===== config.mk =====
export PLATFORM = sky130hd
export DESIGN_NAME = subrange_adc_seq
export DESIGN_NICKNAME = d
export VERILOG_FILES = /design/src/rtl/subrange_adc_pkg.sv /design/src/rtl/subrange_therm_enc.sv /design/src/rtl/subrange_settle_timer.sv /design/src/rtl/subrange_merge.sv /design/src/rtl/subrange_adc_seq.sv
export SDC_FILE = /design/constraint.sdc
export NUM_CORES = 1
export LEC_CHECK = 0
export ABC_AREA = 1
export BUFFER_PORTS_ARGS = -buffer_cell sky130_fd_sc_hd__buf_2
export CAP_MARGIN = 20
export CORE_MARGIN = 8
export CORE_UTILIZATION = 49
export CTS_CLUSTER_SIZE = 20
export DETAILED_ROUTE_END_ITERATION = 7
export GPL_ROUTABILITY_DRIVEN = 0
export PLACE_DENSITY = 0.71
export SYNTH_ARGS = -nofsm -noshare
export SYNTH_HDL_FRONTEND = slang
export SYNTH_SLANG_ARGS = --single-unit

===== constraint.sdc =====
create_clock -name clk -period 7.9 [get_ports clk]
set_clock_uncertainty 0.1 [all_clocks]
set_input_delay 1.185 -clock clk [delete_from_list [all_inputs] [get_ports clk]]
set_output_delay 1.185 -clock clk [all_outputs]
set_load 0.01 [all_outputs]

===== src/rtl/subrange_adc_pkg.sv =====
package subrange_adc_pkg;

   // number of comparators that yield a code of the given width
   function automatic int therm_width(input int code_bits);
      return (1 << code_bits) - 1;
   endfunction

   // offset that centres the signed fine correction
   function automatic int fine_offset(input int coarse_bits);
      return 1 << (coarse_bits - 1);
   endfunction

endpackage


===== src/rtl/subrange_therm_enc.sv =====
module subrange_therm_enc #(
   parameter int CODE_W = 4,
   parameter int TH_W   = 15
) (
   input  logic              clk,
   input  logic              rst_n,
   input  logic              cap_i,
   input  logic [TH_W-1:0]   therm_i,
   output logic [CODE_W-1:0] code_o
);

   localparam int PAIRS = TH_W / 2;
   localparam bit ODD   = (TH_W % 2) != 0;

   logic [TH_W-1:0] therm_q;

   always_ff @(posedge clk or negedge rst_n) begin
      if (!rst_n)     therm_q <= '0;
      else if (cap_i) therm_q <= therm_i;
   end

   // first level: pairwise sums, a bubble only moves the count by its own weight
   logic [1:0] pair_sum [PAIRS];

   for (genvar g = 0; g < PAIRS; g++) begin : g_pair
      assign pair_sum[g] = {1'b0, therm_q[2*g]} + {1'b0, therm_q[2*g+1]};
   end

   logic [CODE_W-1:0] tail;
   if (ODD) begin : g_tail
      assign tail = CODE_W'(therm_q[TH_W-1]);
   end else begin : g_no_tail
      assign tail = '0;
   end

   always_comb begin
      code_o = tail;
      for (int i = 0; i < PAIRS; i++) begin
         code_o = code_o + CODE_W'(pair_sum[i]);
      end
   end

endmodule


===== src/rtl/subrange_settle_timer.sv =====
module subrange_settle_timer #(
   parameter int SET_W = 4
) (
   input  logic             clk,
   input  logic             rst_n,
   input  logic             load_i,
   input  logic [SET_W-1:0] load_val_i,
   output logic             active_o,
   output logic             busy_o,
   output logic             fire_o
);

   logic             active_q;
   logic [SET_W-1:0] cnt_q;

   assign active_o = active_q;
   assign busy_o   = active_q && (cnt_q != '0);
   assign fire_o   = active_q && (cnt_q == '0);

   always_ff @(posedge clk or negedge rst_n) begin
      if (!rst_n) begin
         active_q <= 1'b0;
         cnt_q    <= '0;
      end else if (load_i) begin
         active_q <= 1'b1;
         cnt_q    <= load_val_i;
      end else if (fire_o) begin
         active_q <= 1'b0;
      end else if (active_q) begin
         cnt_q    <= cnt_q - 1'b1;
      end
   end

endmodule


===== src/rtl/subrange_merge.sv =====
module subrange_merge #(
   parameter int RES_W = 8,
   parameter int CRS_W = 4,
   parameter int FIN_W = 5
) (
   input  logic             clk,
   input  logic             rst_n,
   input  logic             ready_i,
   input  logic [CRS_W-1:0] crs_i,
   input  logic [FIN_W-1:0] fin_i,
   output logic [RES_W-1:0] data_o,
   output logic             valid_o
);

   import subrange_adc_pkg::*;

   localparam int SUM_W = RES_W + 2;
   localparam int OFFS  = fine_offset(CRS_W);
   localparam int MAXV  = (1 << RES_W) - 1;

   logic signed [SUM_W-1:0] crs_s;
   logic signed [SUM_W-1:0] fin_s;
   logic signed [SUM_W-1:0] total;
   logic [RES_W-1:0]        clamped;

   always_comb begin
      crs_s = $signed(SUM_W'({crs_i, {CRS_W{1'b0}}}));
      fin_s = $signed(SUM_W'(fin_i));
      total = crs_s + fin_s - SUM_W'(OFFS);
      if (total < 0)
         clamped = '0;
      else if (total > SUM_W'(MAXV))
         clamped = '1;
      else
         clamped = total[RES_W-1:0];
   end

   always_ff @(posedge clk or negedge rst_n) begin
      if (!rst_n) begin
         data_o  <= '0;
         valid_o <= 1'b0;
      end else begin
         valid_o <= ready_i;
         if (ready_i) data_o <= clamped;
      end
   end

endmodule


===== src/rtl/subrange_adc_seq.sv =====
module subrange_adc_seq #(
   parameter int RES_W = 8,
   parameter int SET_W = 4,
   parameter int CRS_W = RES_W / 2,
   parameter int FIN_W = RES_W / 2 + 1,
   parameter int CTH_W = (1 << (RES_W / 2)) - 1,
   parameter int FTH_W = (1 << (RES_W / 2 + 1)) - 1
) (
   input  logic             clk,
   input  logic             rst_n,
   input  logic             start_i,
   input  logic [SET_W-1:0] settle_i,
   input  logic [CTH_W-1:0] coarse_th_i,
   input  logic [FTH_W-1:0] fine_th_i,
   output logic             busy_o,
   output logic             hold_o,
   output logic [CRS_W-1:0] dac_code_o,
   output logic [RES_W-1:0] data_o,
   output logic             valid_o
);

   import subrange_adc_pkg::*;

   // elaboration-time parameter checks
   if (RES_W < 4 || (RES_W % 2) != 0) begin : g_bad_res
      $error("RES_W must be even and at least 4");
   end
   if (CRS_W != RES_W / 2 || FIN_W != CRS_W + 1) begin : g_bad_split
      $error("CRS_W/FIN_W must follow RES_W");
   end
   if (CTH_W != therm_width(CRS_W) || FTH_W != therm_width(FIN_W)) begin : g_bad_th
      $error("thermometer widths must match code widths");
   end
   if (SET_W < 1) begin : g_bad_set
      $error("SET_W must be at least 1");
   end

   logic             accept;
   logic             tmr_busy;
   logic             tmr_active;
   logic             tmr_fire;
   logic [CRS_W-1:0] crs_code;
   logic [FIN_W-1:0] fin_code;
   logic [CRS_W-1:0] crs_pipe_q;
   logic             fin_rdy_q;

   assign accept = start_i && !tmr_busy;

   subrange_therm_enc #(.CODE_W(CRS_W), .TH_W(CTH_W)) u_crs_enc (
      .clk     (clk),
      .rst_n   (rst_n),
      .cap_i   (accept),
      .therm_i (coarse_th_i),
      .code_o  (crs_code)
   );

   subrange_settle_timer #(.SET_W(SET_W)) u_timer (
      .clk        (clk),
      .rst_n      (rst_n),
      .load_i     (accept),
      .load_val_i (settle_i),
      .active_o   (tmr_active),
      .busy_o     (tmr_busy),
      .fire_o     (tmr_fire)
   );

   subrange_therm_enc #(.CODE_W(FIN_W), .TH_W(FTH_W)) u_fin_enc (
      .clk     (clk),
      .rst_n   (rst_n),
      .cap_i   (tmr_fire),
      .therm_i (fine_th_i),
      .code_o  (fin_code)
   );

   // coarse code of the sample whose fine word is being captured
   always_ff @(posedge clk or negedge rst_n) begin
      if (!rst_n) begin
         crs_pipe_q <= '0;
         fin_rdy_q  <= 1'b0;
      end else begin
         fin_rdy_q <= tmr_fire;
         if (tmr_fire) crs_pipe_q <= crs_code;
      end
   end

   subrange_merge #(.RES_W(RES_W), .CRS_W(CRS_W), .FIN_W(FIN_W)) u_merge (
      .clk     (clk),
      .rst_n   (rst_n),
      .ready_i (fin_rdy_q),
      .crs_i   (crs_pipe_q),
      .fin_i   (fin_code),
      .data_o  (data_o),
      .valid_o (valid_o)
   );

   assign busy_o     = tmr_busy;
   assign hold_o     = tmr_active;
   assign dac_code_o = crs_code;

endmodule


==> results.sh, run 1 <==
export IMPL_layout_common_cells="nand2_1, inv_1, buf_2"
export IMPL_layout_min_cycle_time_ns=6.82
export IMPL_synth_nets=529
export IMPL_first_iter_violations=71
export IMPL_grt_pass1_wl_um=12700
export IMPL_worst_pin_slew_ns=0.801
export IMPL_first_global_vias=2906
export IMPL_avgSynthCellArea_um2=9.18
export IMPL_maxCapViolCount=0
export IMPL_finalSetupViolCount=0
export IMPL_path_clk_slew_ns=0.07
export IMPL_mostFrequentLayoutCell="nand2_1"
export IMPL_synth_seq_cells=65
export IMPL_required_ns=8.02
export IMPL_die_w_um=105
export IMPL_coreArea_mm2=0.00769
export IMPL_finalWirelength_um=7070
export IMPL_post_route_drc_count=0
export IMPL_layout_cells_non_filler=600
export IMPL_worst_slack_ns=1.08
export IMPL_fin_nets=599
export IMPL_wire_per_inst_um=11.8
export IMPL_dpl_cell_count=584
export IMPL_start_util=0.505
export IMPL_pre_cts_ws_ns=1.08
export IMPL_antenna_left=0
export IMPL_worst_setup_path_start_kind="flip-flop"
export IMPL_max_freq_mhz=147
export IMPL_fp_row_count=32
export IMPL_grt_overflow=0
export IMPL_synth_compound_area_frac=0.0538
export IMPL_synth_top_family_by_area="adder cells"
export IMPL_critPathCaptureType="flip-flop"
export IMPL_final_hold_viol_count=0
export IMPL_die_area_mm2=0.0110
export IMPL_syn_cell_area_mm2=0.00388
export IMPL_cts_hold_buf=0
export IMPL_diodes=0
export IMPL_synthMuxAreaShare=0
export IMPL_drive_gt1_frac=0.197
export IMPL_cts_resized_gates=0
export IMPL_regArea_mm2=0.00163
export IMPL_tns_ns=0
export IMPL_cts_root_buf="clkbuf_8"
export IMPL_yosysUniqueCellTypes=29
export IMPL_post_cts_setup_buffer_count=0
export IMPL_relSlewSlack=0.465
export IMPL_rsz0062_at_grt="false"
export IMPL_critPathMaxFanout=8
export IMPL_post_route_period_util=0.863
export IMPL_io_pin_count=68
export IMPL_synth_xor_area_frac=0.00902
export IMPL_utilization=0.579
export IMPL_cts_tree="built"
export IMPL_track_usage=0.138
export IMPL_multi_input_area_mm2=0.00186
export IMPL_grt_max_degree=66
export IMPL_yosysSeqAreaShare=0.419
export IMPL_clock_path_buffers=2
export IMPL_die_h_um=105
export IMPL_yosys_area_share_adder=0.234
export IMPL_ys_warn_count=0
export IMPL_fill_cells=716
export IMPL_synthCells=423
export IMPL_status="finished clean"
export IMPL_clock_sinks=65
export IMPL_vias_per_cell=4.53
export IMPL_antenna_found_initial=0
export IMPL_hpwl_um=5450
export IMPL_maxSlewViolCount=0
export IMPL_cts_buffers=9
export IMPL_clkLatencyLatePin_ns=0.33
export IMPL_dr_pass1_iters=4
export IMPL_synthSimpleGateAreaFrac=0.182
export IMPL_h_tree_depth=3
export IMPL_port_buffers=67
export IMPL_hold_class="flip-flop to flip-flop"
export IMPL_crit_type="flip-flop to flip-flop"
export IMPL_areaGrowthSynthToFinish_pct=14.5
export IMPL_crit_arrival_ns=6.94
export IMPL_num_vias=2717
==> worst max-delay path, cell delays in order, from the launching register on <==
cell and delay, ns:
dfrtp_1 0.40, fa_1 0.53, inv_1 0.05, fa_1 0.45
fa_1 0.49, fa_1 0.55, fa_1 0.43, fa_1 0.51
fa_1 0.42, fa_1 0.41, fa_1 0.40, o21ai_0 0.24
xnor2_1 0.11, ha_1 0.28, inv_1 0.04, ha_1 0.21
fa_1 0.42, nand2_1 0.08, nand2_1 0.07, nand2_1 0.06
nand2_1 0.05, nand2_1 0.20, nand2_1 0.08, nand2_1 0.07
nand2_1 0.05
==> layer usage <==
| layer | share of wire | up-vias | GRT usage |
|---|---|---|---|
| met4 | 0.014 | 0 | 0.0540 |
| met5 | 0 | - | 0 |
| met1 | 0.45 | 1258 | 0.167 |
| met3 | 0.052 | 8 | 0.0430 |
| li1 | - | 1403 | - |
| met2 | 0.48 | 48 | 0.226 |
==> cell families (layout without fill, tap and decap cells) <==
group	Yosys count	after routing
adder cells (fa/ha/maj)	53	53
AND/OR/NAND/NOR	171	171
flip-flops	65	65
AO/OA/AOI/OAI	39	39
buffers and inverters	91	166
XOR/XNOR	4	4
==> sequential cells by signal (all words and copies together) (netlist names) <==
register	flops
u_fin_enc.therm_q	31
u_crs_enc.therm_q	15
u_merge.valid_o	1
u_timer.active_o	1
u_merge.data_o	8
crs_pipe_q	4
fin_rdy_q	1
u_timer.cnt_q	4
==> area by class of cell <==
type,count,area share
clock buffers,13,0.0357
clock inverters,3,0.00338
inverters,82,0.0709
multi-input cells,267,0.419
flip-flops and latches,65,0.366
well taps,102,0.0287
repair buffers,68,0.0771
==> synth_stat cells (all sizes together) <==
cell type,n,share of area
nand2,148,0.15
inv,81,0.080
dfrtp,65,0.42
o21ai,34,0.046
fa,33,0.17
ha,20,0.064
nand3,15,0.021
buf,8,0.020
nor2,6,0.0064
a21oi,4,0.0061
or2,2,0.0032
xnor2,2,0.0045
xor2,2,0.0045
a21boi,1,0.0019
clkbuf,1,0.00097
clkinv,1,0.00097
==> metrics by stage <==
step,area [um^2],hold slack [ns]
final,4450,0.288
after global routing,4450,0.300
after CTS,4450,0.296
after detailed placement,4270,0.284
after global placement,4270,0.269
after floorplan,3880,0.261
==> path summary, 6_finish.rpt <==
check / startpoint / to / slack (ns) / cells after the start
min in group asynchronous: rst_n / u_fin_enc.therm_q[27] / 0.92 / 2
worst min register to register: fin_rdy_q / u_merge.valid_o / 0.29 / 0
max in group asynchronous: rst_n / crs_pipe_q[0] / 6.25 / 2
worst min-delay path: fin_rdy_q / u_merge.valid_o / 0.29 / 0
worst max register to register: u_fin_enc.therm_q[0] / u_merge.data_o[7] / 1.08 / 24
worst max-delay path: u_fin_enc.therm_q[0] / u_merge.data_o[7] / 1.08 / 24
Power of run 1 is not shown: default switching activity piles up to over one toggle a cycle in this logic, so the estimate is an artifact.
==> inputs of run 2 (changes only) <==
--- a/config.mk
+++ b/config.mk
@@ -14,6 +14,7 @@
 export DETAILED_ROUTE_END_ITERATION = 7
 export GPL_ROUTABILITY_DRIVEN = 0
 export PLACE_DENSITY = 0.71
+export REMOVE_ABC_BUFFERS = 1
 export SYNTH_ARGS = -nofsm -noshare
 export SYNTH_HDL_FRONTEND = slang
 export SYNTH_SLANG_ARGS = --single-unit
==> results.sh, run 2 (synthesized netlist as in run 1, its figures left out) <==
export IMPL_h_tree_depth=3
export IMPL_top_layer="met4"
export IMPL_worst_pin_slew_ns=0.820
export IMPL_finalWirelength_um=7390
export IMPL_critPathMaxStageDelay_ns=0.54
export IMPL_cts_buffers=9
export IMPL_crit_arrival_ns=7.01
export IMPL_crit_type="flip-flop to flip-flop"
export IMPL_grt_max_degree=66
export IMPL_antenna_left=0
export IMPL_post_route_drc_count=0
export IMPL_utilization=0.583
export IMPL_top_register="u_fin_enc.therm_q"
export IMPL_rr_endpoint="u_merge.data_o[2]"
export IMPL_status="finished clean"
export IMPL_worst_setup_path_start_kind="flip-flop"
export IMPL_diodes=0
export IMPL_clock_sinks=65
export IMPL_areaGrowthSynthToFinish_pct=15.4
export IMPL_layout_common_cells="nand2_1, inv_1, buf_2"
export IMPL_tns_ns=0
export IMPL_clock_path_buffers=2
export IMPL_min_path_cells=0
export IMPL_dr_pass1_iters=4
export IMPL_rrSetupSlack_ns=1.02
export IMPL_cts_tree="built"
export IMPL_crit_reg2reg_launch="u_fin_enc.therm_q[0]"
export IMPL_num_vias=2779
export IMPL_start_util=0.505
export IMPL_final_hold_viol_count=0
export IMPL_hpwl_um=5620
export IMPL_io_pin_count=68
export IMPL_first_iter_violations=108
export IMPL_relSlewSlack=0.453
export IMPL_wl_met3_um=361
export IMPL_hp_start="fin_rdy_q"
export IMPL_critPathMaxFanout=8
export IMPL_largest_reg_flops=31
export IMPL_vias_per_cell=4.64
export IMPL_die_area_mm2=0.0110
export IMPL_cts_hold_buf=0
export IMPL_clkLatencyLatePin_ns=0.34
export IMPL_antenna_found_initial=0
export IMPL_first_global_vias=3052
export IMPL_crit_top_cell="fa_1"
export IMPL_crit_slowest_cell="fa_1"
export IMPL_coreArea_mm2=0.00769
export IMPL_wire_per_inst_um=12.3
export IMPL_post_route_period_util=0.870
export IMPL_fill_cells=711
export IMPL_die_w_um=105
export IMPL_cts_root_buf="clkbuf_8"
export IMPL_rsz0062_at_grt="false"
export IMPL_grt_pass1_wl_um=13300
export IMPL_maxSlewViolCount=0
export IMPL_max_freq_mhz=145
export IMPL_drive_gt1_frac=0.195
export IMPL_mostFrequentLayoutCell="nand2_1"
export IMPL_post_cts_setup_buffer_count=0
export IMPL_grt_overflow=0
export IMPL_path_cells="fa_1 -> inv_1 -> fa_1 -> fa_1 -> fa_1 -> fa_1 -> fa_1 -> fa_1 -> fa_1 -> fa_1 -> o21ai_0 -> xnor2_1 -> ha_1 -> inv_1 -> ha_1 -> fa_1 -> nand2_1 -> nand2_1 -> nand2_1 -> nand2_1 -> nand2_1 -> nand2_1 -> nand2_1 -> nand2_1"
export IMPL_finalSetupViolCount=0
export IMPL_critPathCaptureType="flip-flop"
export IMPL_required_ns=8.03
export IMPL_layout_min_cycle_time_ns=6.88
export IMPL_wl_met2_um=3660
export IMPL_track_usage=0.147
export IMPL_ff2ff_path_depth=24
export IMPL_fin_nets=599
export IMPL_holdPathEnd="u_merge.valid_o"
export IMPL_cts_resized_gates=0
export IMPL_met1_length_um=3230
export IMPL_path_clk_slew_ns=0.07
export IMPL_die_h_um=105
export IMPL_maxCapViolCount=0
export IMPL_fp_row_count=32
export IMPL_reg_top3="u_fin_enc.therm_q x31, u_crs_enc.therm_q x15, u_merge.data_o x8"
export IMPL_port_buffers=67
export IMPL_hold_class="flip-flop to flip-flop"
run 2: worst max path at each step:
stage / from / endpoint / slack (ns)
2_1_floorplan: u_fin_enc.therm_q[0] / u_merge.data_o[0] / 1.41
3_3_place_gp: u_fin_enc.therm_q[0] / u_merge.data_o[1] / 1.21
3_5_place_dp: u_fin_enc.therm_q[0] / u_merge.data_o[6] / 1.03
4_1_cts: u_fin_enc.therm_q[0] / u_merge.data_o[2] / 0.99
5_1_grt: u_fin_enc.therm_q[0] / u_merge.data_o[2] / 0.69
6_report: u_fin_enc.therm_q[0] / u_merge.data_o[2] / 1.02
run 2: cell type report:
cell class	count	area, um^2	area share
Multi-Input combinational cell	267	1860	0.415
Sequential cell	65	1630	0.363
Timing Repair Buffer	68	343	0.0765
Inverter	82	315	0.0703
Clock buffer	12	145	0.0324
Tap cell	102	128	0.0285
Clock inverter	3	65.1	0.0145
run 2: critical path, delay by kind of cell, from the launching register on:
kind / cells / cell delay, ns
flops: 1 / 0.40
fa+ha+maj: 12 / 5.14
buf+inv: 2 / 0.09
simple gates: 8 / 0.65
xor+xnor: 1 / 0.10
compound gates: 1 / 0.27
run 2: layer usage:
| metal | vias up | track usage |
|---|---|---|
| li1 | 1398 | - |
| met1 | 1310 | 0.174 |
| met2 | 59 | 0.242 |
| met3 | 12 | 0.0424 |
| met4 | 0 | 0.0673 |
| met5 | - | 0 |
run 2: per-stage QoR:
| stage | hold WS (ns) | instance area, um^2 | cells | worst slack [ns] |
|---|---|---|---|---|
| 6_report | 0.283 | 4480 | 599 | 1.02 |
| 3_5_place_dp | 0.269 | 4270 | 584 | 1.03 |
| 5_1_grt | 0.316 | 4480 | 599 | 0.692 |
| 4_1_cts | 0.285 | 4480 | 599 | 0.991 |
| 3_3_place_gp | 0.268 | 4270 | 584 | 1.21 |
| 2_1_floorplan | 0.261 | 3800 | 414 | 1.41 |
Power of run 2 is left out for the same reason.
==> inputs of run 3 (changes only) <==
--- a/config.mk
+++ b/config.mk
@@ -8,7 +8,6 @@
 export ABC_AREA = 1
 export BUFFER_PORTS_ARGS = -buffer_cell sky130_fd_sc_hd__buf_2
 export CAP_MARGIN = 20
-export CORE_MARGIN = 8
 export CORE_UTILIZATION = 49
 export CTS_CLUSTER_SIZE = 20
 export DETAILED_ROUTE_END_ITERATION = 7
@@ -18,3 +17,4 @@
 export SYNTH_ARGS = -nofsm -noshare
 export SYNTH_HDL_FRONTEND = slang
 export SYNTH_SLANG_ARGS = --single-unit
+export TNS_END_PERCENT = 5
==> results.sh, run 3 (synthesized netlist as in run 1, its figures left out) <==
export IMPL_critPathMaxFanout=8
export IMPL_hp_start="fin_rdy_q"
export IMPL_antenna_left=0
export IMPL_die_h_um=91.0
export IMPL_grt_overflow=0
export IMPL_die_area_mm2=0.00829
export IMPL_mostFrequentLayoutCell="nand2_1"
export IMPL_rr_endpoint="u_merge.data_o[2]"
export IMPL_layout_min_cycle_time_ns=6.86
export IMPL_max_freq_mhz=146
export IMPL_vias_per_cell=4.59
export IMPL_crit_reg2reg_launch="u_fin_enc.therm_q[0]"
export IMPL_diodes=0
export IMPL_grt_pass1_wl_um=11600
export IMPL_cts_tree="built"
export IMPL_holdPathEnd="u_merge.valid_o"
export IMPL_top_register="u_fin_enc.therm_q"
export IMPL_crit_type="flip-flop to flip-flop"
export IMPL_clock_sinks=65
export IMPL_cts_root_buf="clkbuf_8"
export IMPL_critPathCaptureType="flip-flop"
export IMPL_dr_pass1_iters=6
export IMPL_wire_per_inst_um=11.2
export IMPL_path_clk_slew_ns=0.07
export IMPL_grt_max_degree=66
export IMPL_relSlewSlack=0.447
export IMPL_layout_common_cells="nand2_1, inv_1, buf_2"
export IMPL_post_cts_setup_buffer_count=0
export IMPL_fp_row_count=32
export IMPL_maxCapViolCount=0
export IMPL_cts_hold_buf=0
export IMPL_post_route_drc_count=0
export IMPL_status="finished clean"
export IMPL_antenna_found_initial=0
export IMPL_coreArea_mm2=0.00769
export IMPL_crit_arrival_ns=6.99
export IMPL_cts_buffers=9
export IMPL_worst_setup_path_start_kind="flip-flop"
export IMPL_tns_ns=0
export IMPL_track_usage=0.179
export IMPL_maxSlewViolCount=0
export IMPL_post_route_period_util=0.868
export IMPL_required_ns=8.03
export IMPL_final_hold_viol_count=0
export IMPL_fill_cells=714
export IMPL_port_buffers=67
export IMPL_min_path_cells=0
export IMPL_clock_path_buffers=2
export IMPL_drive_gt1_frac=0.196
export IMPL_hpwl_um=5110
export IMPL_io_pin_count=68
export IMPL_rsz0062_at_grt="false"
export IMPL_hold_class="flip-flop to flip-flop"
export IMPL_worst_pin_slew_ns=0.828
export IMPL_ff2ff_path_depth=24
export IMPL_finalSetupViolCount=0
export IMPL_start_util=0.505
export IMPL_largest_reg_flops=31
export IMPL_clkLatencyLatePin_ns=0.33
export IMPL_reg_top3="u_fin_enc.therm_q x31, u_crs_enc.therm_q x15, u_merge.data_o x8"
export IMPL_first_global_vias=2626
export IMPL_finalWirelength_um=6700
export IMPL_first_iter_violations=91
export IMPL_areaGrowthSynthToFinish_pct=15.1
export IMPL_fin_nets=599
export IMPL_die_w_um=91.0
export IMPL_h_tree_depth=3
export IMPL_cts_resized_gates=0
export IMPL_num_vias=2747
export IMPL_rrSetupSlack_ns=1.04
==> run 3: cell types whose count changed in the layout (fill, tap and decap cells not counted), sizes merged <==
cell    change
clkbuf      -2
clkinv      +1
==> run 3: critical path: stages, from the launching register on <==
cell	delay, ns
dfrtp_1	0.40
fa_1	0.54
inv_1	0.05
fa_1	0.46
fa_1	0.51
fa_1	0.56
fa_1	0.44
fa_1	0.51
fa_1	0.42
fa_1	0.41
fa_1	0.41
o21ai_0	0.26
xnor2_1	0.10
ha_1	0.27
inv_1	0.04
ha_1	0.21
fa_1	0.41
nand2_1	0.08
nand2_1	0.06
nand2_1	0.06
nand2_1	0.04
nand2_1	0.19
nand2_1	0.10
nand2_1	0.09
nand2_1	0.05
==> run 3: final cells by class <==
class | instances | area (um^2) | area share
clock buffer | 10 | 128 | 0.0285
clock inverter | 4 | 70.1 | 0.0157
inverter | 82 | 315 | 0.0705
multi-input combinational | 267 | 1860 | 0.416
sequential | 65 | 1630 | 0.364
tap | 102 | 128 | 0.0285
timing repair buffer | 68 | 343 | 0.0767
==> run 3: metal layers <==
layer  up-vias  global-route usage  share of wire  wire length [um]
li1       1407                   -              -                 -
met1      1262               0.241           0.46              3090
met2        61               0.283           0.48              3210
met3        17              0.0352          0.040               269
met4         0              0.0794          0.020               131
met5         -                   0              0                 0
==> run 3: how the worst max path moves through the flow <==
stage	startpoint	to	slack, ns	cells after the start
after floorplan	u_fin_enc.therm_q[0]	u_merge.data_o[0]	1.41	24
after global placement	u_fin_enc.therm_q[0]	u_merge.data_o[1]	1.21	24
after detailed placement	u_fin_enc.therm_q[0]	u_merge.data_o[2]	1.01	24
after CTS	u_fin_enc.therm_q[0]	u_merge.data_o[2]	1.0	24
after global routing	u_fin_enc.therm_q[0]	u_merge.data_o[2]	0.74	24
final	u_fin_enc.therm_q[0]	u_merge.data_o[2]	1.04	24
==> run 3: through the flow <==
stage	cell area, um^2	hold slack, ns	setup WS, ns	utilization	std cells
floorplan	3800	0.261	1.41	-	414
global placement	4270	0.269	1.21	0.556	584
detailed placement	4270	0.271	1.01	0.556	584
CTS	4470	0.287	0.998	0.582	598
global route	4470	0.306	0.740	0.582	598
finish	4470	0.288	1.04	0.582	598
Power of run 3 is left out for the same reason.
